`config.mk`:
```
export PLATFORM = sky130hd
export DESIGN_NAME = ep_dma_slave
export DESIGN_NICKNAME = d
export VERILOG_FILES = /design/src/rtl/epdma_pkg.sv /design/src/rtl/epdma_strobe.sv /design/src/rtl/epdma_count.sv /design/src/rtl/epdma_fsm.sv /design/src/rtl/ep_dma_slave.sv
export SDC_FILE = /design/constraint.sdc
export NUM_CORES = 1
export LEC_CHECK = 0
export BUFFER_PORTS_ARGS = -buffer_cell sky130_fd_sc_hd__clkbuf_2
export CAP_MARGIN = 20
export CORE_MARGIN = 2
export CORE_UTILIZATION = 49
export DETAILED_ROUTE_END_ITERATION = 16
export GPL_ROUTABILITY_DRIVEN = 0
export GPL_TIMING_DRIVEN = 0
export PLACE_DENSITY = 0.84
export SLEW_MARGIN = 20
export SYNTH_ARGS = -nofsm -noshare
export SYNTH_HDL_FRONTEND = slang
export SYNTH_SLANG_ARGS = --single-unit
```
`constraint.sdc`:
```
create_clock -name clk -period 2.6 [get_ports clk]
set_input_delay 0.13 -clock clk [delete_from_list [all_inputs] [get_ports clk]]
set_output_delay 0.13 -clock clk [all_outputs]
set_load 0.05 [all_outputs]
```
`src/rtl/epdma_pkg.sv`:
```
package epdma_pkg;
    typedef enum logic [1:0] {
        S_IDLE = 2'd0,
        S_WAIT = 2'd1,
        S_REQ  = 2'd2,
        S_HALT = 2'd3
    } dma_state_e;
endpackage

```
`src/rtl/epdma_strobe.sv`:
```
module epdma_strobe (
    input  logic clk,
    input  logic rst_n,
    input  logic dack,
    input  logic eot,
    input  logic rd_stb,
    input  logic wr_stb,
    input  logic pol_dack,
    input  logic pol_eot,
    input  logic ack_only,
    input  logic dir_in,
    output logic xfer,
    output logic strobe_idle,
    output logic eot_act
);
    logic dack_act;
    logic sel;
    logic sel_q;

    assign dack_act = pol_dack ? dack : ~dack;
    assign eot_act  = pol_eot ? eot : ~eot;
    // Qualified data strobe for the chosen scheme
    assign sel = ack_only ? dack_act : (dack_act & (dir_in ? wr_stb : rd_stb));

    always_ff @(posedge clk or negedge rst_n) begin
        if (!rst_n) sel_q <= 1'b0;
        else        sel_q <= sel;
    end

    assign xfer        = sel & ~sel_q;
    assign strobe_idle = ~sel;
endmodule

```
`src/rtl/epdma_count.sv`:
```
module epdma_count #(
    parameter int unsigned CNT_W = 16
) (
    input  logic             clk,
    input  logic             rst_n,
    input  logic             load,
    input  logic [CNT_W-1:0] load_val,
    input  logic             dec,
    input  logic             wide,
    output logic             at_end
);
    logic [CNT_W-1:0] rem_q;
    logic [CNT_W-1:0] step;

    assign step   = wide ? CNT_W'(2) : CNT_W'(1);
    assign at_end = (rem_q <= step);

    always_ff @(posedge clk or negedge rst_n) begin
        if (!rst_n)    rem_q <= '0;
        else if (load) rem_q <= load_val;
        else if (dec)  rem_q <= (rem_q > step) ? (rem_q - step) : '0;
    end


    count_monotonic_chk: assert property (@(posedge clk) disable iff (!rst_n)
        !load |=> (rem_q <= $past(rem_q)));
endmodule

```
`src/rtl/epdma_fsm.sv`:
```
module epdma_fsm
    import epdma_pkg::*;
#(
    parameter int unsigned BURST_BYTES = 16
) (
    input  logic       clk,
    input  logic       rst_n,
    input  logic       en,
    input  logic       cnt_en,
    input  logic       short_en,
    input  logic       burst,
    input  logic       wide,
    input  logic       dir_in,
    input  logic       ready,
    input  logic       xfer,
    input  logic       strobe_idle,
    input  logic       eot_act,
    input  logic       cnt_at_end,
    input  logic       buf_last,
    input  logic       buf_short,
    output dma_state_e state,
    output logic       load,
    output logic       accept,
    output logic       buf_rd,
    output logic       buf_wr,
    output logic       buf_flush,
    output logic       buf_commit,
    output logic       irq_eot
);
    localparam int unsigned BEAT_W = $clog2(BURST_BYTES + 1);
    localparam logic [BEAT_W-1:0] BEATS_NARROW = BEAT_W'(BURST_BYTES);
    localparam logic [BEAT_W-1:0] BEATS_WIDE   = BEAT_W'(BURST_BYTES / 2);

    dma_state_e        state_q, state_d;
    logic [BEAT_W-1:0] beat_q;
    logic [BEAT_W-1:0] burst_beats;
    logic              stop_eot, stop_cnt, stop_short;

    assign burst_beats = burst ? (wide ? BEATS_WIDE : BEATS_NARROW) : BEAT_W'(1);
    assign state = state_q;
    assign load  = (state_q == S_IDLE) && en;

    always_comb begin
        state_d    = state_q;
        accept     = 1'b0;
        stop_eot   = 1'b0;
        stop_cnt   = 1'b0;
        stop_short = 1'b0;
        unique case (state_q)
            S_IDLE: begin
                if (en) state_d = S_WAIT;
            end
            S_WAIT: begin
                if (!en)                       state_d = S_IDLE;
                else if (eot_act)              begin stop_eot = 1'b1; state_d = S_HALT; end
                else if (ready && strobe_idle) state_d = S_REQ;
            end
            S_REQ: begin
                if (!en) state_d = S_IDLE;
                else if (eot_act) begin
                    stop_eot = 1'b1;
                    state_d  = S_HALT;
                end else if (xfer) begin
                    accept     = 1'b1;
                    stop_cnt   = cnt_en && cnt_at_end;
                    stop_short = short_en && !dir_in && buf_last && buf_short;
                    if (stop_cnt || stop_short)                 state_d = S_HALT;
                    else if (beat_q == burst_beats - BEAT_W'(1)) state_d = S_WAIT;
                    else if (!ready)                            state_d = S_WAIT;
                end else if (!ready) begin
                    state_d = S_WAIT;
                end
            end
            S_HALT: begin
                if (!en) state_d = S_IDLE;
            end
        endcase
    end

    // State register and beat counter
    always_ff @(posedge clk or negedge rst_n) begin
        if (!rst_n) begin
            state_q <= S_IDLE;
            beat_q  <= '0;
        end else begin
            state_q <= state_d;
            if (state_d != S_REQ) beat_q <= '0;
            else if (accept)      beat_q <= beat_q + BEAT_W'(1);
        end
    end

    // Registered buffer-side and interrupt pulses
    always_ff @(posedge clk or negedge rst_n) begin
        if (!rst_n) begin
            buf_rd     <= 1'b0;
            buf_wr     <= 1'b0;
            buf_flush  <= 1'b0;
            buf_commit <= 1'b0;
            irq_eot    <= 1'b0;
        end else begin
            buf_rd     <= accept && !dir_in;
            buf_wr     <= accept && dir_in;
            buf_flush  <= stop_eot && !dir_in;
            buf_commit <= dir_in && (stop_eot || (stop_cnt && !buf_last));
            irq_eot    <= stop_eot || stop_cnt || stop_short;
        end
    end


    single_drop_chk: assert property (@(posedge clk) disable iff (!rst_n)
        (accept && !burst) |=> (state_q != S_REQ));

    halt_hold_chk: assert property (@(posedge clk) disable iff (!rst_n)
        (state_q == S_HALT && en) |=> (state_q == S_HALT));

    disable_quiet_chk: assert property (@(posedge clk) disable iff (!rst_n)
        !en |=> (!irq_eot && !buf_flush && !buf_commit));

    flush_irq_chk: assert property (@(posedge clk) disable iff (!rst_n)
        buf_flush |-> irq_eot);
endmodule

```
`src/rtl/ep_dma_slave.sv`:
```
module ep_dma_slave
    import epdma_pkg::*;
#(
    parameter int unsigned CNT_W       = 16,
    parameter int unsigned BURST_BYTES = 16
) (
    input  logic             clk,
    input  logic             rst_n,
    input  logic             cfg_en,
    input  logic             cfg_cnt_en,
    input  logic             cfg_short_en,
    input  logic             cfg_ack_only,
    input  logic             cfg_burst,
    input  logic             cfg_wide,
    input  logic             cfg_dir_in,
    input  logic [CNT_W-1:0] cfg_count,
    input  logic             pol_dreq,
    input  logic             pol_dack,
    input  logic             pol_eot,
    output logic             dreq,
    input  logic             dack,
    input  logic             eot,
    input  logic             rd_stb,
    input  logic             wr_stb,
    input  logic             buf_has_data,
    input  logic             buf_has_space,
    input  logic             buf_last,
    input  logic             buf_short,
    output logic             buf_rd,
    output logic             buf_wr,
    output logic             buf_flush,
    output logic             buf_commit,
    output logic             irq_eot
);
    dma_state_e state;
    logic xfer, strobe_idle, eot_act;
    logic load, accept, at_end, ready;

    assign ready = cfg_dir_in ? buf_has_space : buf_has_data;
    assign dreq  = (state == S_REQ) ? pol_dreq : ~pol_dreq;

    epdma_strobe u_strobe (
        .clk(clk), .rst_n(rst_n), .dack(dack), .eot(eot),
        .rd_stb(rd_stb), .wr_stb(wr_stb), .pol_dack(pol_dack),
        .pol_eot(pol_eot), .ack_only(cfg_ack_only), .dir_in(cfg_dir_in),
        .xfer(xfer), .strobe_idle(strobe_idle), .eot_act(eot_act)
    );

    epdma_count #(.CNT_W(CNT_W)) u_count (
        .clk(clk), .rst_n(rst_n), .load(load), .load_val(cfg_count),
        .dec(accept), .wide(cfg_wide), .at_end(at_end)
    );

    epdma_fsm #(.BURST_BYTES(BURST_BYTES)) u_fsm (
        .clk(clk), .rst_n(rst_n), .en(cfg_en), .cnt_en(cfg_cnt_en),
        .short_en(cfg_short_en), .burst(cfg_burst), .wide(cfg_wide),
        .dir_in(cfg_dir_in), .ready(ready), .xfer(xfer),
        .strobe_idle(strobe_idle), .eot_act(eot_act), .cnt_at_end(at_end),
        .buf_last(buf_last), .buf_short(buf_short), .state(state),
        .load(load), .accept(accept), .buf_rd(buf_rd), .buf_wr(buf_wr),
        .buf_flush(buf_flush), .buf_commit(buf_commit), .irq_eot(irq_eot)
    );


    strobe_excl_chk: assert property (@(posedge clk) disable iff (!rst_n)
        $onehot0({buf_rd, buf_wr, buf_flush}));

    commit_in_chk: assert property (@(posedge clk) disable iff (!rst_n)
        buf_commit |-> ($past(cfg_dir_in) && irq_eot));
endmodule

```
Word-level counts from Yosys, hierarchy flattened
Cells that the tools add are included.
{"block": "totals", "ff_bits": 29, "latchBits": 0, "ram_bits": 0, "romBits": 0, "inputBits": 36, "output_inout_bits": 6, "wordCells": 88, "memories": 0}
{"block": "op_classes", "addsub": 3, "multipliers": 0, "div_mod_pow": 0, "order_cmp": 2, "eq_ne": 5, "shift": 0, "n_mux": 41, "bitwise_logic": 7, "reduce_logical": 21}
{"cell": "2-to-1 mux 16 bit", "count": 3}
{"cell": "2-to-1 mux 2 bit", "count": 12}
{"cell": "2-to-1 mux 1 bit", "count": 21}
{"cell": "2-to-1 mux 5 bit", "count": 4}
{"cell": "> comparator 16 bit", "count": 1}
{"cell": "<= comparator 16 bit", "count": 1}
{"cell": "subtractor 16 bit", "count": 1}
{"cell": "logical AND 1 bit", "count": 11}
{"cell": "one-hot mux 2 bit (4 select lines)", "count": 1}
{"cell": "adder 5 x 1 -> 5 bit (second input constant)", "count": 1}
{"cell": "equality test 5 bit", "count": 1}
{"cell": "inverter 1 bit", "count": 5}
{"cell": "subtractor 5 x 1 -> 5 bit (second input constant)", "count": 1}
{"cell": "equality test 2 bit (second input constant)", "count": 2}
{"cell": "logical OR 1 bit", "count": 4}
{"cell": "nonzero test 2 bit", "count": 2}
{"cell": "AND 1 bit", "count": 2}
{"cell": "equality test 2 x 1 -> 1 bit (second input constant)", "count": 1}
{"cell": "logical NOT 1 bit", "count": 2}
{"cell": "logical NOT 2 bit", "count": 1}
{"cell": "!= test 2 bit (second input constant)", "count": 1}
{"cell": "OR reduction 2 bit", "count": 1}

Longest topological paths before layout
Gate-level depths: netlist of the first run.
{"block": "depth", "ltp_word": 12, "ltp_mapped": 11, "ltp_nobuf": 10}

By module
From an unflattened synthesis of the first run, not the netlist that was laid out.
{"block": "hier_totals", "hier_cells": 209, "area_unflattened_um2": 2005.7}
{"mod": "epdma_count", "n_inst": 1, "cells_per_inst": 119, "area_per_inst_um2": 1073.5, "seq_area_each_um2": 400.4}
{"mod": "epdma_fsm", "n_inst": 1, "cells_per_inst": 79, "area_per_inst_um2": 813.3, "seq_area_each_um2": 300.3}
{"mod": "epdma_strobe", "n_inst": 1, "cells_per_inst": 8, "area_per_inst_um2": 81.3, "seq_area_each_um2": 25.0}
{"mod": "ep_dma_slave", "n_inst": 1, "cells_per_inst": 3, "area_per_inst_um2": 37.5, "seq_area_each_um2": 0.0}

Worst setup path before layout of the first run
OpenSTA, ideal clock, no wires.
{"block": "synth_path", "path_kind": "register to register", "from": "reg u_count.rem_q[0]", "to": "reg u_count.rem_q[11]", "setup_time_ps": 126, "arrival_ps": 2286, "t_required_ps": 2474, "slack_ps": 188, "stages_incl_launch_ff": 12, "path_buffers": 1, "period_less_slack_ps": 2412, "cell_sequence": "dfrtp_1 inv_1 ha_1 inv_1 fa_1 a21bo_2 nand4_1 nor3_2 buf_2 o21ai_1 a221oi_1 nor2_1"}
{"block": "synth_between", "elab_chain_cells": 4, "word_cells_on_any_way": 5, "classes_between": "add/sub (1); order compare (1); mux (3)"}
{"element": "start: declaration", "line": "epdma_count.sv:12", "text": "logic [CNT_W-1:0] rem_q;"}
{"element": "start signal: assignment", "line": "epdma_count.sv:20", "text": "else if (load) rem_q <= load_val;"}
{"element": "start signal: assignment", "line": "epdma_count.sv:21", "text": "else if (dec) rem_q <= (rem_q > step) ? (rem_q - step) : '0;"}
{"element": "subtractor 16 bit / > comparator 16 bit (equally long branches)", "line": "epdma_count.sv:21"}
{"element": "2-to-1 mux 16 bit (*) (2 in a row)", "line": "epdma_count.sv:21"}
{"element": "2-to-1 mux 16 bit (*)", "line": "epdma_count.sv:20"}
Mark *: on every way between the ends. The rest lies on a longest branch, timed or not. The select of a mux whose other input is x is not followed.
A chain may end at the register's enable or synchronous reset.

Worst setup path in the final report of the first run
{"block": "layout_path", "from": "reg u_count.rem_q[0]", "to": "reg u_count.rem_q[3]"}
Same word-level chain as after synthesis.

==> impl_results.html, run 1 <==
<table>
<tr><th>Metric</th><th>Value</th></tr>
<tr><th colspan="2">Run status</th></tr>
<tr><td>Outcome</td><td>complete, no violations</td></tr>
<tr><th colspan="2">Timing</th></tr>
<tr><td>Final setup violation count</td><td>0</td></tr>
<tr><td>TNS Setup</td><td>0 ns</td></tr>
<tr><td>Worst Clk Skew</td><td>0.00579 ns</td></tr>
<tr><td>Crit share post-route</td><td>94.8%</td></tr>
<tr><td>Final count of hold timing violations</td><td>0</td></tr>
<tr><td>Unrepaired setup endpoints after global routing</td><td>true</td></tr>
<tr><td>Final Max Tran Viols</td><td>0</td></tr>
<tr><td>Achievable frequency</td><td>406 MHz</td></tr>
<tr><td>Tmin final</td><td>2.46 ns</td></tr>
<tr><td>Slew headroom</td><td>51.6%</td></tr>
<tr><td>Hold_ws</td><td>0.0463 ns</td></tr>
<tr><td>Least-Margin Pin Slew</td><td>0.726 ns</td></tr>
<tr><th colspan="2">Worst setup path</th></tr>
<tr><td>Worst Reg2Reg Path Length in Cells</td><td>11</td></tr>
<tr><td>Crit path kind</td><td>reg -&gt; reg</td></tr>
<tr><td>Critical path arrival</td><td>2.63 ns</td></tr>
<tr><td>Biggest fanout along the worst timing path</td><td>6</td></tr>
<tr><td>Critical Path Start Type</td><td>flip-flop</td></tr>
<tr><td>R2R Setup Slk</td><td>0.14 ns</td></tr>
<tr><td>Worst Setup End Kind</td><td>flip-flop</td></tr>
<tr><td>Required @ worst endpoint</td><td>2.77 ns</td></tr>
<tr><th colspan="2">Cells and area</th></tr>
<tr><td>FILL cells</td><td>317</td></tr>
<tr><td>P&amp;R area growth vs syn</td><td>23.4%</td></tr>
<tr><td>Antenna fix cells</td><td>0</td></tr>
<tr><td>Number of nets in the final layout</td><td>311</td></tr>
<tr><td>Fraction of layout cells with a size suffix above 1</td><td>25.1%</td></tr>
<tr><th colspan="2">Routing</th></tr>
<tr><td>Vias per cell</td><td>5.79</td></tr>
<tr><td>WL per Instance</td><td>14.1 µm</td></tr>
<tr><td>Final ANT Viol Nets</td><td>0</td></tr>
<tr><td>First DRT Iteration DRCs</td><td>180</td></tr>
<tr><td>Drt first pass iters</td><td>4</td></tr>
<tr><td># DRC</td><td>0</td></tr>
<tr><td>Routed via count</td><td>1,824</td></tr>
<tr><td>Total length of routed wires</td><td>4.45 mm</td></tr>
<tr><th colspan="2">Power and ir drop</th></tr>
<tr><td>Static Leakage</td><td>1.04 nW</td></tr>
<tr><td>Worst ir drop on vdd</td><td>0.534 mV</td></tr>
<tr><td>Power Density</td><td>900 nW/µm²</td></tr>
<tr><th colspan="2">Die</th></tr>
<tr><td>Vertical extent of the die</td><td>66.5 µm</td></tr>
<tr><td>Core region area</td><td>3720 µm²</td></tr>
<tr><td>Count of standard-cell rows</td><td>22</td></tr>
<tr><td>Total Die Area</td><td>4430 µm²</td></tr>
<tr><td>Top-Level Pins</td><td>42</td></tr>
<tr><td>Initial Util</td><td>51.5%</td></tr>
<tr><td>Die width</td><td>66.5 µm</td></tr>
<tr><th colspan="2">GRT</th></tr>
<tr><td>Global Route Usage Sum</td><td>22.6%</td></tr>
<tr><td>Largest net degree at the start of global routing</td><td>30</td></tr>
<tr><td>Global-route wire length before repair</td><td>7.44 mm</td></tr>
<tr><td>GR met3 Demand/Resource</td><td>6.25%</td></tr>
<tr><td>Global routing's busiest layer</td><td>met2</td></tr>
<tr><td>Initial antenna violation count</td><td>0</td></tr>
<tr><td>Global-route congestion overflow total</td><td>0</td></tr>
<tr><td>GRT met1 Usage</td><td>30.0%</td></tr>
<tr><td>Via count of the first global-routing pass</td><td>1,655</td></tr>
<tr><td>Met2 demand-to-capacity share in global routing</td><td>35.3%</td></tr>
<tr><th colspan="2">Logic synthesis</th></tr>
<tr><td>Post-synthesis async set-or-reset flop share</td><td>100%</td></tr>
<tr><td>Warnings from Yosys</td><td>0</td></tr>
<tr><td>Syn Inst Count</td><td>215</td></tr>
<tr><td>Synthesized area per cell</td><td>8.91 µm²</td></tr>
<tr><td>Count of state elements after synthesis</td><td>29</td></tr>
<tr><td>Sequential element share of the synthesized area</td><td>37.9%</td></tr>
<tr><td>Net Count, Synth</td><td>260</td></tr>
<tr><td>Distinct cell type count after synthesis</td><td>51</td></tr>
<tr><td>Commonest register cell after synthesis</td><td>sky130_fd_sc_hd__dfrtp_1</td></tr>
<tr><td>Post-synth EDFFs</td><td>0</td></tr>
<tr><td>Post-Syn Area</td><td>1920 µm²</td></tr>
<tr><th colspan="2">Clocking</th></tr>
<tr><td>CTS H-tree lvls</td><td>2</td></tr>
<tr><td>CTS root buffer</td><td>sky130_fd_sc_hd__clkbuf_8</td></tr>
<tr><td>Clock network latency to the later pin of the worst-skew pair</td><td>0.29 ns</td></tr>
<tr><td>Maximum clock insertion buffer count</td><td>2</td></tr>
<tr><td>Clock buffer count from CTS</td><td>5</td></tr>
<tr><td>Clock tree from TritonCTS</td><td>yes</td></tr>
<tr><td>CTS sink count</td><td>29</td></tr>
<tr><td>Clock-pin transition on the worst setup and hold timing paths</td><td>0.07 ns</td></tr>
<tr><th colspan="2">Hold path</th></tr>
<tr><td>Hold-critical path depth</td><td>3</td></tr>
<tr><td>Path class of the lowest-slack min-delay path</td><td>in -&gt; reg</td></tr>
<tr><th colspan="2">Placement</th></tr>
<tr><td>Count of input and output buffers</td><td>40</td></tr>
<tr><td>Detail Placement HPWL</td><td>3.27 mm</td></tr>
<tr><th colspan="2">Flow run</th></tr>
<tr><td>Maximum capacitance violations</td><td>0</td></tr>
</table>
report_power, final:
group | total [W] | switching (W) | leakage (nW) | internal, W
clock | 0.000558 | 0.000177 | 0.0681 | 0.000380
combinational | 0.000810 | 0.000469 | 0.608 | 0.000341
sequential | 0.000759 | 0.000168 | 0.364 | 0.000591
cells by family after synthesis:
group / Yosys count / synth area share [%]
multiplexers: 3 / 1.83
AO/OA/AOI/OAI: 53 / 19.1
adder cells (fa/ha/maj): 9 / 6.27
AND/OR/NAND/NOR: 96 / 27.8
buffers and inverters: 17 / 3.46
XOR/XNOR: 8 / 3.66
flip-flops: 29 / 37.9
flip-flops by register name, summed over array words and instances, names as in the netlist:
signal            count
u_count.rem_q        16
u_fsm.beat_q          5
u_fsm.buf_commit      1
u_fsm.buf_flush       1
u_fsm.buf_rd          1
u_fsm.buf_wr          1
u_fsm.irq_eot         1
u_fsm.state           2
u_strobe.sel_q        1
synthesized netlist by cell type (all sizes together), types with 2 or more instances:
cell type | n | area (µm²)
nand2b | 2 | 12.5
xnor2 | 5 | 43.8
o21ai | 18 | 90.1
buf | 2 | 10.0
nor4 | 7 | 65.1
nand2 | 20 | 75.1
inv | 8 | 30.0
nor3 | 16 | 95.1
a22oi | 3 | 22.5
a221oi | 3 | 26.3
clkbuf | 7 | 26.3
o31ai | 2 | 15.0
or3 | 3 | 23.8
a31oi | 3 | 18.8
a311oi | 2 | 17.5
o211ai | 2 | 28.8
mux2i | 2 | 20.0
nand4b | 5 | 43.8
a21oi | 10 | 50.1
a32oi | 2 | 17.5
a221o | 2 | 20.0
nand4 | 3 | 18.8
nor2 | 25 | 96.4
nor3b | 2 | 15.0
nand3 | 3 | 15.0
and2 | 3 | 18.8
xor2 | 3 | 26.3
dfrtp | 29 | 726
ha | 8 | 100
through the flow:
step	setup WS [ns]	cells	total power (W)	instance area (µm²)	utilization [%]
2_1_floorplan	0.188	215	0.00131	1920	-
5_1_grt	-0.0208	315	0.00230	2360	63.6
3_3_place_gp	-0.106	303	0.00149	2180	58.6
6_report	0.136	315	0.00213	2360	63.6
3_5_place_dp	-0.104	303	0.00152	2180	58.6
4_1_cts	0.00867	312	0.00209	2330	62.6
cell usage in the layout (no fill, tap or decap), types with 7 or more instances in the layout:
| cell type | netlist | layout |
|---|---|---|
| sky130_fd_sc_hd__a21oi_1 | 10 | 10 |
| sky130_fd_sc_hd__o21ai_1 | 14 | 14 |
| sky130_fd_sc_hd__dfrtp_1 | 29 | 29 |
| sky130_fd_sc_hd__inv_1 | 8 | 8 |
| sky130_fd_sc_hd__clkbuf_2 | 0 | 40 |
| sky130_fd_sc_hd__nor3_1 | 13 | 13 |
| sky130_fd_sc_hd__nor2_1 | 24 | 24 |
| sky130_fd_sc_hd__ha_1 | 8 | 8 |
| sky130_fd_sc_hd__clkbuf_1 | 7 | 7 |
| sky130_fd_sc_hd__nand2_1 | 20 | 20 |
worst max-delay path, stage by stage (launching register included):
cell and delay, ns:
sky130_fd_sc_hd__dfrtp_1 0.38, sky130_fd_sc_hd__inv_1 0.06, sky130_fd_sc_hd__ha_1 0.15, sky130_fd_sc_hd__inv_1 0.05
sky130_fd_sc_hd__fa_1 0.42, sky130_fd_sc_hd__a21bo_2 0.22, sky130_fd_sc_hd__nand4_1 0.17, sky130_fd_sc_hd__nor3_4 0.23
sky130_fd_sc_hd__buf_4 0.18, sky130_fd_sc_hd__or3_4 0.16, sky130_fd_sc_hd__a21oi_1 0.05, sky130_fd_sc_hd__a221o_1 0.28
timing repair:
| item | in CTS | in global routing |
|---|---|---|
| pin swaps | 1 | 2 |
| setup buffers | 0 | 3 |
| endpoints found under the hold margin | 29 | 0 |
| gates resized for setup | 1 | 4 |
| setup endpoints to repair | 8 | 16 |
| hold buffers | 1 | 0 |
final timing paths:
kind                                              start                       endpoint
hold reg to reg            u_count.rem_q[0]$_DFFE_PN0P_   u_count.rem_q[0]$_DFFE_PN0P_
setup / recovery           u_count.rem_q[0]$_DFFE_PN0P_   u_count.rem_q[3]$_DFFE_PN0P_
max in group asynchronous                         rst_n    u_fsm.beat_q[3]$_DFFE_PN0P_
min in group asynchronous                         rst_n   u_count.rem_q[6]$_DFFE_PN0P_
hold / removal                            cfg_count[13]  u_count.rem_q[13]$_DFFE_PN0P_
setup reg to reg           u_count.rem_q[0]$_DFFE_PN0P_   u_count.rem_q[3]$_DFFE_PN0P_
per-layer routing:
metal	vias to the layer above	wire length (µm)
li1	896	-
met1	853	1940
met2	71	2130
met3	4	334
met4	0	42
met5	-	0
area by class of cell:
cell class	instances	area, µm²	share of cell area (%)
inverters	8	30.0	1.27
plain buffers	9	38.8	1.64
multi-input cells	169	1140	48.3
clock inverters	3	65.1	2.75
clock buffers	5	68.8	2.91
well taps	48	60.1	2.54
repair buffers	44	233	9.85
flip-flops and latches	29	726	30.7
Note: power is estimated with default switching activity, not from simulation.
==> run 2: changes to the inputs <==
Settings changed: RECOVER_POWER from default to 100.
==> run 2 against run 1 <==
Compared with the run above: clock power barely moved; count of clock-buffer cells in the layout did not move; non-clock buffer count did not move; utilization fell by 0.27 points; critical path depth did not move; power fell by 0.12%; cell area fell by 0.42%; largest cell class unchanged; the run now ends with max-capacitance violations, max-slew violations left; global-route usage did not move; register-to-register slack barely moved; critical path type unchanged; flip-flop and latch count did not move; highest routed layer unchanged; die area did not move.
==> impl_results.html, run 2 (synthesis gave the netlist of run 1 again) <==
<table>
<tr><th>Metric</th><th>Value</th></tr>
<tr><th colspan="2">Run status</th></tr>
<tr><td>Outcome</td><td>complete, but fails checks (was complete, no violations)</td></tr>
<tr><td>Violated checks</td><td>max-capacitance violations, max-slew violations</td></tr>
<tr><th colspan="2">Clocking</th></tr>
<tr><td>CTS root buffer</td><td>sky130_fd_sc_hd__clkbuf_8 (unchanged)</td></tr>
<tr><td>Clock buffer count from CTS</td><td>5 (unchanged)</td></tr>
<tr><td>Maximum clock insertion buffer count</td><td>2 (unchanged)</td></tr>
<tr><td>CTS H-tree lvls</td><td>2 (unchanged)</td></tr>
<tr><td>Clock network latency to the later pin of the worst-skew pair</td><td>0.29 ns (about the same)</td></tr>
<tr><td>Clock tree from TritonCTS</td><td>yes (unchanged)</td></tr>
<tr><td>CTS sink count</td><td>29 (unchanged)</td></tr>
<tr><td>Clock-pin transition on the worst setup and hold timing paths</td><td>0.07 ns (about the same)</td></tr>
<tr><th colspan="2">Timing</th></tr>
<tr><td>Worst setup margin</td><td>0.134 ns (was 0.136 ns)</td></tr>
<tr><td>Achievable frequency</td><td>405 MHz (was 406 MHz)</td></tr>
<tr><td>Slew headroom</td><td>-4.83% (was 51.6%)</td></tr>
<tr><td>Final count of hold timing violations</td><td>0 (unchanged)</td></tr>
<tr><td>Final Max Tran Viols</td><td>30 (was 0)</td></tr>
<tr><td>Unrepaired setup endpoints after global routing</td><td>true (unchanged)</td></tr>
<tr><td>Tmin final</td><td>2.47 ns (was 2.46 ns)</td></tr>
<tr><td>Least-Margin Pin Slew</td><td>1.57 ns (was 0.726 ns)</td></tr>
<tr><td>Worst Clk Skew</td><td>0.00608 ns (was 0.00579 ns)</td></tr>
<tr><td>TNS Setup</td><td>0 ns (unchanged)</td></tr>
<tr><td>Final setup violation count</td><td>0 (unchanged)</td></tr>
<tr><td>Crit share post-route</td><td>94.9% (was 94.8%)</td></tr>
<tr><th colspan="2">Power and ir drop</th></tr>
<tr><td>Switching power total</td><td>0.000815 W (was 0.000814 W)</td></tr>
<tr><td>Total Power</td><td>0.00212 W (was 0.00213 W)</td></tr>
<tr><td>Combinational share of power</td><td>38.0% (was 38.1%)</td></tr>
<tr><td>Worst ir drop on vdd</td><td>0.534 mV (about the same)</td></tr>
<tr><td>Relative contribution of the clock network to total power</td><td>26.2% (about the same)</td></tr>
<tr><td>Static Leakage</td><td>1.02 nW (was 1.04 nW)</td></tr>
<tr><td>Internal Power</td><td>0.00131 W (about the same)</td></tr>
<tr><td>Share of total power in sequential cells</td><td>35.8% (was 35.7%)</td></tr>
<tr><td>Switching part of the total</td><td>38.4% (was 38.3%)</td></tr>
<tr><td>Power Density</td><td>903 nW/µm² (was 900 nW/µm²)</td></tr>
<tr><th colspan="2">Cells and area</th></tr>
<tr><td>Number of flip-flops under the largest register name</td><td>16 (unchanged)</td></tr>
<tr><td>Antenna fix cells</td><td>0 (unchanged)</td></tr>
<tr><td>Most frequent cells in the layout</td><td>sky130_fd_sc_hd__clkbuf_2, sky130_fd_sc_hd__dfrtp_1, sky130_fd_sc_hd__nor2_1, sky130_fd_sc_hd__nand2_1, sky130_fd_sc_hd__clkbuf_1 (was sky130_fd_sc_hd__clkbuf_2, sky130_fd_sc_hd__dfrtp_1, sky130_fd_sc_hd__nor2_1, sky130_fd_sc_hd__nand2_1, sky130_fd_sc_hd__o21ai_1)</td></tr>
<tr><td>P&amp;R area growth vs syn</td><td>22.9% (was 23.4%)</td></tr>
<tr><td>Fraction of layout cells with a size suffix above 1</td><td>22.1% (was 25.1%)</td></tr>
<tr><td>Number of nets in the final layout</td><td>311 (unchanged)</td></tr>
<tr><td>Register bank with the most flops</td><td>u_count.rem_q (unchanged)</td></tr>
<tr><td>Most common library cell in the layout ignoring fill and taps</td><td>sky130_fd_sc_hd__clkbuf_2 (unchanged)</td></tr>
<tr><th colspan="2">Worst setup path</th></tr>
<tr><td>Biggest fanout along the worst timing path</td><td>6 (unchanged)</td></tr>
<tr><td>Most used cell along the critical path</td><td>sky130_fd_sc_hd__inv_1 (unchanged)</td></tr>
<tr><td>Critical path arrival</td><td>2.63 ns (about the same)</td></tr>
<tr><td>Max stage delay on crit path</td><td>0.42 ns (about the same)</td></tr>
<tr><td>Crit path kind</td><td>reg -&gt; reg (unchanged)</td></tr>
<tr><td>Critical Path, Cell by Cell</td><td>inv_1 -&gt; ha_1 -&gt; inv_1 -&gt; fa_1 -&gt; a21bo_2 -&gt; nand4_1 -&gt; nor3_4 -&gt; buf_4 -&gt; or3_4 -&gt; a21oi_1 -&gt; a221o_1 (unchanged)</td></tr>
<tr><td>Critical Path Start Type</td><td>flip-flop (unchanged)</td></tr>
<tr><td>Worst Setup End Kind</td><td>flip-flop (unchanged)</td></tr>
<tr><td>Required @ worst endpoint</td><td>2.77 ns (about the same)</td></tr>
<tr><td>Count of buffering cells on the critical path with inverters included</td><td>3 (unchanged)</td></tr>
<tr><td>Cell with the largest stage delay on the worst path</td><td>sky130_fd_sc_hd__fa_1 (unchanged)</td></tr>
<tr><td>Cell class contributing the biggest share of worst-path delay</td><td>adder cells (unchanged)</td></tr>
<tr><th colspan="2">GRT</th></tr>
<tr><td>GR met3 Demand/Resource</td><td>6.25% (unchanged)</td></tr>
<tr><td>GRT met1 Usage</td><td>30.0% (unchanged)</td></tr>
<tr><td>Met2 demand-to-capacity share in global routing</td><td>35.3% (unchanged)</td></tr>
<tr><td>Via count of the first global-routing pass</td><td>1,655 (unchanged)</td></tr>
<tr><td>Global-route congestion overflow total</td><td>0 (unchanged)</td></tr>
<tr><td>Global routing's busiest layer</td><td>met2 (unchanged)</td></tr>
<tr><td>Global-route wire length before repair</td><td>7.44 mm (unchanged)</td></tr>
<tr><td>Largest net degree at the start of global routing</td><td>30 (unchanged)</td></tr>
<tr><td>Initial antenna violation count</td><td>0 (unchanged)</td></tr>
<tr><td>Global Route Usage Sum</td><td>22.6% (unchanged)</td></tr>
<tr><th colspan="2">Die</th></tr>
<tr><td>Count of standard-cell rows</td><td>22 (unchanged)</td></tr>
<tr><td>Core region area</td><td>3720 µm² (unchanged)</td></tr>
<tr><td>Initial Util</td><td>51.5% (unchanged)</td></tr>
<tr><td>Top-Level Pins</td><td>42 (unchanged)</td></tr>
<tr><td>Total Die Area</td><td>4430 µm² (unchanged)</td></tr>
<tr><td>Vertical extent of the die</td><td>66.5 µm (unchanged)</td></tr>
<tr><td>Die width</td><td>66.5 µm (unchanged)</td></tr>
<tr><th colspan="2">Routing</th></tr>
<tr><td>WL per Instance</td><td>14.2 µm (was 14.1 µm)</td></tr>
<tr><td>Vias per cell</td><td>5.79 (about the same)</td></tr>
<tr><td>First DRT Iteration DRCs</td><td>177 (was 180)</td></tr>
<tr><td>Drt first pass iters</td><td>4 (unchanged)</td></tr>
<tr><td>Final ANT Viol Nets</td><td>0 (unchanged)</td></tr>
<tr><td># DRC</td><td>0 (unchanged)</td></tr>
<tr><td>Routed via count</td><td>1,825 (was 1,824)</td></tr>
<tr><td>Total length of routed wires</td><td>4.48 mm (was 4.45 mm)</td></tr>
<tr><th colspan="2">Placement</th></tr>
<tr><td>Detail Placement HPWL</td><td>3.27 mm (unchanged)</td></tr>
<tr><td>Count of input and output buffers</td><td>40 (unchanged)</td></tr>
<tr><td>Post-Place Setup Slack</td><td>-0.104 ns (unchanged)</td></tr>
<tr><th colspan="2">Flow run</th></tr>
<tr><td>Maximum capacitance violations</td><td>1 (was 0)</td></tr>
<tr><th colspan="2">Hold path</th></tr>
<tr><td>Path class of the lowest-slack min-delay path</td><td>in -&gt; reg (unchanged)</td></tr>
</table>
## run 2: changes by cell type in the layout (fill, tap and decap cells not counted)
cell / previous run / this run
sky130_fd_sc_hd__o21ai_1: 14 / 13
sky130_fd_sc_hd__clkbuf_2: 40 / 33
sky130_fd_sc_hd__buf_2: 1 / 0
sky130_fd_sc_hd__clkbuf_1: 7 / 15
sky130_fd_sc_hd__o21ai_0: 4 / 5
## run 2: metrics by stage
stage          cells  hold slack (ns)  cell area [µm²]  util, %
3_5_place_dp     303            0.220             2180     58.6
3_3_place_gp     303            0.209             2180     58.6
2_1_floorplan    215           -0.166             1920        -
6_report         315           0.0466             2350     63.3
4_1_cts          312           0.0462             2330     62.6
5_1_grt          315           0.0509             2350     63.3
## run 2: tightest hold or removal path: stages
cell,delay [ns]
sky130_fd_sc_hd__clkbuf_2,0.07
sky130_fd_sc_hd__nand2_1,0.04
sky130_fd_sc_hd__o21ai_1,0.06
## run 2: power by group through the flow
stage                     sequential (W)  combinational (W)  clock [W]
final                           0.000760           0.000807   0.000558
after global routing            0.000784           0.000913   0.000600
after CTS                       0.000751           0.000769   0.000566
after detailed placement        0.000755           0.000762          0
after global placement          0.000750           0.000742          0
after floorplan                 0.000745           0.000570          0
## run 2: path summary, 6_finish.rpt
| path | start | end | slack [ns] | depth (start not counted) |
|---|---|---|---|---|
| max | u_count.rem_q[0]$_DFFE_PN0P_ | u_count.rem_q[3]$_DFFE_PN0P_ | 0.13 | 11 |
| min | cfg_count[13] | u_count.rem_q[13]$_DFFE_PN0P_ | 0.05 | 3 |
| max reg2reg | u_count.rem_q[0]$_DFFE_PN0P_ | u_count.rem_q[3]$_DFFE_PN0P_ | 0.13 | 11 |
| min reg2reg | u_count.rem_q[0]$_DFFE_PN0P_ | u_count.rem_q[0]$_DFFE_PN0P_ | 0.53 | 2 |
| max in group asynchronous | rst_n | u_fsm.beat_q[3]$_DFFE_PN0P_ | 0.91 | 2 |
| min in group asynchronous | rst_n | u_count.rem_q[6]$_DFFE_PN0P_ | 0.76 | 2 |
## run 2: area by class of cell
cell class	count	area (µm²)
buffer	9	37.5
clock buffer	5	68.8
clock inverter	3	65.1
fill	323	1360
inverter	8	30.0
multi-input combinational	169	1140
sequential	29	726
tap	48	60.1
timing repair buffer	44	224
## run 2: timing repair
item                       4_1_cts  5_1_grt
hold buffers                     1        0
pin swaps                        1        2
setup endpoints to repair        8       16
resized for setup                1        4
hold endpoints to repair        29        0
buffers inserted                 0        3
## run 2: metal layers
| layer | wire [µm] | part of all wire, % |
|---|---|---|
| met2 | 2130 | 48 |
| met5 | 0 | 0 |
| met1 | 1940 | 43 |
| met4 | 42 | 0.94 |
| met3 | 361 | 8.1 |
==> run 3: changes to the inputs <==
Settings changed: REMOVE_ABC_BUFFERS from default to 1.
==> run 3 against run 2 <==
Compared with the run above: the run still ends with max-capacitance violations, max-slew violations left; sequential share of layout area is 0.82 points higher; combinational power is 3.5% lower; utilization is 1.6 points lower.
==> impl_results.html, run 3 (synthesis gave the netlist of run 1 again) <==
<table>
<tr><th>Metric</th><th>Value</th></tr>
<tr><th colspan="2">Run status</th></tr>
<tr><td>Outcome</td><td>complete, but fails checks (unchanged)</td></tr>
<tr><td>Violated checks</td><td>max-capacitance violations, max-slew violations (unchanged)</td></tr>
<tr><th colspan="2">Die</th></tr>
<tr><td>Count of standard-cell rows</td><td>22 (unchanged)</td></tr>
<tr><td>Initial Util</td><td>51.5% (unchanged)</td></tr>
<tr><td>Core region area</td><td>3720 µm² (unchanged)</td></tr>
<tr><td>Top-Level Pins</td><td>42 (unchanged)</td></tr>
<tr><td>Total Die Area</td><td>4430 µm² (unchanged)</td></tr>
<tr><td>Vertical extent of the die</td><td>66.5 µm (unchanged)</td></tr>
<tr><td>Die width</td><td>66.5 µm (unchanged)</td></tr>
<tr><th colspan="2">Routing</th></tr>
<tr><td>Total length of routed wires</td><td>4.71 mm (was 4.48 mm)</td></tr>
<tr><td>Drt first pass iters</td><td>7 (was 4)</td></tr>
<tr><td>Final ANT Viol Nets</td><td>0 (unchanged)</td></tr>
<tr><td>WL per Instance</td><td>15.2 µm (was 14.2 µm)</td></tr>
<tr><td>First DRT Iteration DRCs</td><td>147 (was 177)</td></tr>
<tr><td># DRC</td><td>0 (unchanged)</td></tr>
<tr><td>Routed via count</td><td>1,854 (was 1,825)</td></tr>
<tr><td>Vias per cell</td><td>6.00 (was 5.79)</td></tr>
<tr><th colspan="2">Placement</th></tr>
<tr><td>Cell area after placement</td><td>2140 µm² (was 2180 µm²)</td></tr>
<tr><td>Count of input and output buffers</td><td>41 (was 40)</td></tr>
<tr><td>Post-Place Setup Slack</td><td>-0.375 ns (was -0.104 ns)</td></tr>
<tr><td>Detail Placement HPWL</td><td>3.23 mm (was 3.27 mm)</td></tr>
<tr><th colspan="2">Timing</th></tr>
<tr><td>Tmin final</td><td>2.50 ns (was 2.47 ns)</td></tr>
<tr><td>Achievable frequency</td><td>400 MHz (was 405 MHz)</td></tr>
<tr><td>Slew headroom</td><td>-5.81% (was -4.83%)</td></tr>
<tr><td>Worst Clk Skew</td><td>0.00786 ns (was 0.00608 ns)</td></tr>
<tr><td>Hold_ws</td><td>0.0539 ns (was 0.0466 ns)</td></tr>
<tr><td>Least-Margin Pin Slew</td><td>1.59 ns (was 1.57 ns)</td></tr>
<tr><td>Final count of hold timing violations</td><td>0 (unchanged)</td></tr>
<tr><td>Final Max Tran Viols</td><td>30 (unchanged)</td></tr>
<tr><td>Final setup violation count</td><td>0 (unchanged)</td></tr>
<tr><td>Crit share post-route</td><td>96.1% (was 94.9%)</td></tr>
<tr><td>Worst setup margin</td><td>0.103 ns (was 0.134 ns)</td></tr>
<tr><th colspan="2">GRT</th></tr>
<tr><td>Global-route wire length before repair</td><td>7.48 mm (was 7.44 mm)</td></tr>
<tr><td>Global-route congestion overflow total</td><td>0 (unchanged)</td></tr>
<tr><td>Global Route Usage Sum</td><td>22.5% (was 22.6%)</td></tr>
<tr><td>Largest net degree at the start of global routing</td><td>30 (unchanged)</td></tr>
<tr><td>Via count of the first global-routing pass</td><td>1,632 (was 1,655)</td></tr>
<tr><td>GRT met1 Usage</td><td>30.8% (was 30.0%)</td></tr>
<tr><td>Met2 demand-to-capacity share in global routing</td><td>34.4% (was 35.3%)</td></tr>
<tr><td>GR met3 Demand/Resource</td><td>4.22% (was 6.25%)</td></tr>
<tr><td>Global routing's busiest layer</td><td>met2 (unchanged)</td></tr>
<tr><td>Initial antenna violation count</td><td>0 (unchanged)</td></tr>
<tr><th colspan="2">Cells and area</th></tr>
<tr><td>FILL cells</td><td>335 (was 323)</td></tr>
<tr><td>Layout Cell Area excl Fill</td><td>2290 µm² (was 2350 µm²)</td></tr>
<tr><td>Fraction of layout cells with a size suffix above 1</td><td>22.6% (was 22.1%)</td></tr>
<tr><td>Most frequent cells in the layout</td><td>sky130_fd_sc_hd__clkbuf_2, sky130_fd_sc_hd__dfrtp_1, sky130_fd_sc_hd__nor2_1, sky130_fd_sc_hd__nand2_1, sky130_fd_sc_hd__nor3_1 (was sky130_fd_sc_hd__clkbuf_2, sky130_fd_sc_hd__dfrtp_1, sky130_fd_sc_hd__nor2_1, sky130_fd_sc_hd__nand2_1, sky130_fd_sc_hd__clkbuf_1)</td></tr>
<tr><td>P&amp;R area growth vs syn</td><td>19.7% (was 22.9%)</td></tr>
<tr><td>Total area of multi-input combinational cells</td><td>1150 µm² (was 1140 µm²)</td></tr>
<tr><td>Area occupied by registers</td><td>726 µm² (unchanged)</td></tr>
<tr><td>Number of flip-flops under the largest register name</td><td>16 (unchanged)</td></tr>
<tr><td>Most common library cell in the layout ignoring fill and taps</td><td>sky130_fd_sc_hd__clkbuf_2 (unchanged)</td></tr>
<tr><td>Register bank with the most flops</td><td>u_count.rem_q (unchanged)</td></tr>
<tr><td>Antenna fix cells</td><td>0 (unchanged)</td></tr>
<tr><td>Number of nets in the final layout</td><td>305 (was 311)</td></tr>
<tr><th colspan="2">Power and ir drop</th></tr>
<tr><td>Power Density</td><td>833 nW/µm² (was 903 nW/µm²)</td></tr>
<tr><td>Worst ir drop on vdd</td><td>0.362 mV (was 0.534 mV)</td></tr>
<tr><td>Total Power</td><td>0.00191 W (was 0.00212 W)</td></tr>
<tr><td>Static Leakage</td><td>0.996 nW (was 1.02 nW)</td></tr>
<tr><th colspan="2">Clocking</th></tr>
<tr><td>CTS H-tree lvls</td><td>2 (unchanged)</td></tr>
<tr><td>Clock tree from TritonCTS</td><td>yes (unchanged)</td></tr>
<tr><td>Clock-pin transition on the worst setup and hold timing paths</td><td>0.06 ns (was 0.07 ns)</td></tr>
<tr><td>Maximum clock insertion buffer count</td><td>2 (unchanged)</td></tr>
<tr><td>Clock network latency to the later pin of the worst-skew pair</td><td>0.28 ns (was 0.29 ns)</td></tr>
<tr><td>Clock buffer count from CTS</td><td>5 (unchanged)</td></tr>
<tr><td>CTS root buffer</td><td>sky130_fd_sc_hd__clkbuf_8 (unchanged)</td></tr>
<tr><td>CTS sink count</td><td>29 (unchanged)</td></tr>
<tr><th colspan="2">Worst setup path</th></tr>
<tr><td>Startpoint of the worst register-to-register path</td><td>u_count.rem_q[0]$_DFFE_PN0P_ (unchanged)</td></tr>
<tr><td>Critical Path Start Type</td><td>flip-flop (unchanged)</td></tr>
<tr><td>Crit path kind</td><td>reg -&gt; reg (unchanged)</td></tr>
<tr><td>Biggest fanout along the worst timing path</td><td>7 (was 6)</td></tr>
<tr><td>R2R Setup Slk</td><td>0.10 ns (was 0.13 ns)</td></tr>
<tr><td>Worst Setup End Kind</td><td>flip-flop (unchanged)</td></tr>
<tr><td>Worst Reg2Reg Path Length in Cells</td><td>11 (unchanged)</td></tr>
<tr><td>Worst R2R End</td><td>u_count.rem_q[15]$_DFFE_PN0P_ (was u_count.rem_q[3]$_DFFE_PN0P_)</td></tr>
<tr><td>Required @ worst endpoint</td><td>2.77 ns (about the same)</td></tr>
<tr><td>Origin of the worst setup path</td><td>u_count.rem_q[0]$_DFFE_PN0P_ (unchanged)</td></tr>
<tr><td>Critical path arrival</td><td>2.66 ns (was 2.63 ns)</td></tr>
<tr><th colspan="2">Hold path</th></tr>
<tr><td>Hold Path Sink</td><td>u_count.rem_q[4]$_DFFE_PN0P_ (was u_count.rem_q[13]$_DFFE_PN0P_)</td></tr>
<tr><td>Path class of the lowest-slack min-delay path</td><td>in -&gt; reg (unchanged)</td></tr>
<tr><td>Source of the worst hold timing path</td><td>cfg_count[4] (was cfg_count[13])</td></tr>
<tr><td>Hold-critical path depth</td><td>3 (unchanged)</td></tr>
<tr><th colspan="2">Flow run</th></tr>
<tr><td>Maximum capacitance violations</td><td>1 (unchanged)</td></tr>
</table>
-- run 3: cell count changes in the layout (fill, tap and decap cells not counted), sizes merged --
cell and change:
bufinv -2, clkinv -1, clkbuf -4, buf +1
-- run 3: per-layer routing --
layer | wire length, µm | part of all wire [%]
met1 | 2080 | 44
met2 | 2160 | 46
met3 | 381 | 8.1
met4 | 94 | 2.0
met5 | 0 | 0
-- run 3: final cells by class --
type / instances / share of cell area (%)
Clock buffer: 8 / 3.49
Inverter: 8 / 1.31
Multi-Input combinational cell: 169 / 50.1
Sequential cell: 29 / 31.7
Tap cell: 48 / 2.62
Timing Repair Buffer: 47 / 10.8
-- run 3: report_power, final --
part           switching, W  leakage (nW)  total (W)  internal, W
Combinational      0.000465         0.592   0.000779     0.000314
Clock              0.000170        0.0395   0.000360     0.000190
Sequential         0.000178         0.364   0.000769     0.000591
-- run 3: how the worst max path moves through the flow --
stage,end,slack [ns]
2_1_floorplan,u_count.rem_q[3]$_DFFE_PN0P_,0.03
3_3_place_gp,u_count.rem_q[5]$_DFFE_PN0P_,-0.31
3_5_place_dp,u_count.rem_q[11]$_DFFE_PN0P_,-0.38
4_1_cts,u_fsm.beat_q[1]$_DFFE_PN0P_,0.03
5_1_grt,u_count.rem_q[7]$_DFFE_PN0P_,-0.04
6_report,u_count.rem_q[15]$_DFFE_PN0P_,0.10
-- run 3: metrics by stage --
stage                     std cells  TNS [ns]  util, %
after detailed placement        295     -4.09     57.7
after CTS                       308         0     61.1
after global routing            309    -0.116     61.7
after global placement          295     -3.18     57.7
final                           309         0     61.7
after floorplan                 206         0        -
-- run 3: critical path, cell delays in order (launching register included) --
cell and delay (ns):
sky130_fd_sc_hd__dfrtp_1 0.38, sky130_fd_sc_hd__inv_1 0.06, sky130_fd_sc_hd__ha_1 0.17, sky130_fd_sc_hd__inv_1 0.06, sky130_fd_sc_hd__fa_2 0.37, sky130_fd_sc_hd__a21bo_2 0.20, sky130_fd_sc_hd__nand4_1 0.20, sky130_fd_sc_hd__nor3_4 0.26
sky130_fd_sc_hd__buf_4 0.19, sky130_fd_sc_hd__nor4_2 0.08, sky130_fd_sc_hd__a221oi_1 0.34, sky130_fd_sc_hd__nor2_1 0.07
-- run 3: repair_timing --
action | in CTS | in global routing
setup buffers | 4 | 1
pin swaps | 1 | 4
resized for setup | 1 | 5
endpoints found under the hold margin | 29 | 0
hold buffers | 1 | 0
gates cloned | 0 | 0
endpoints found under the setup margin | 17 | 16
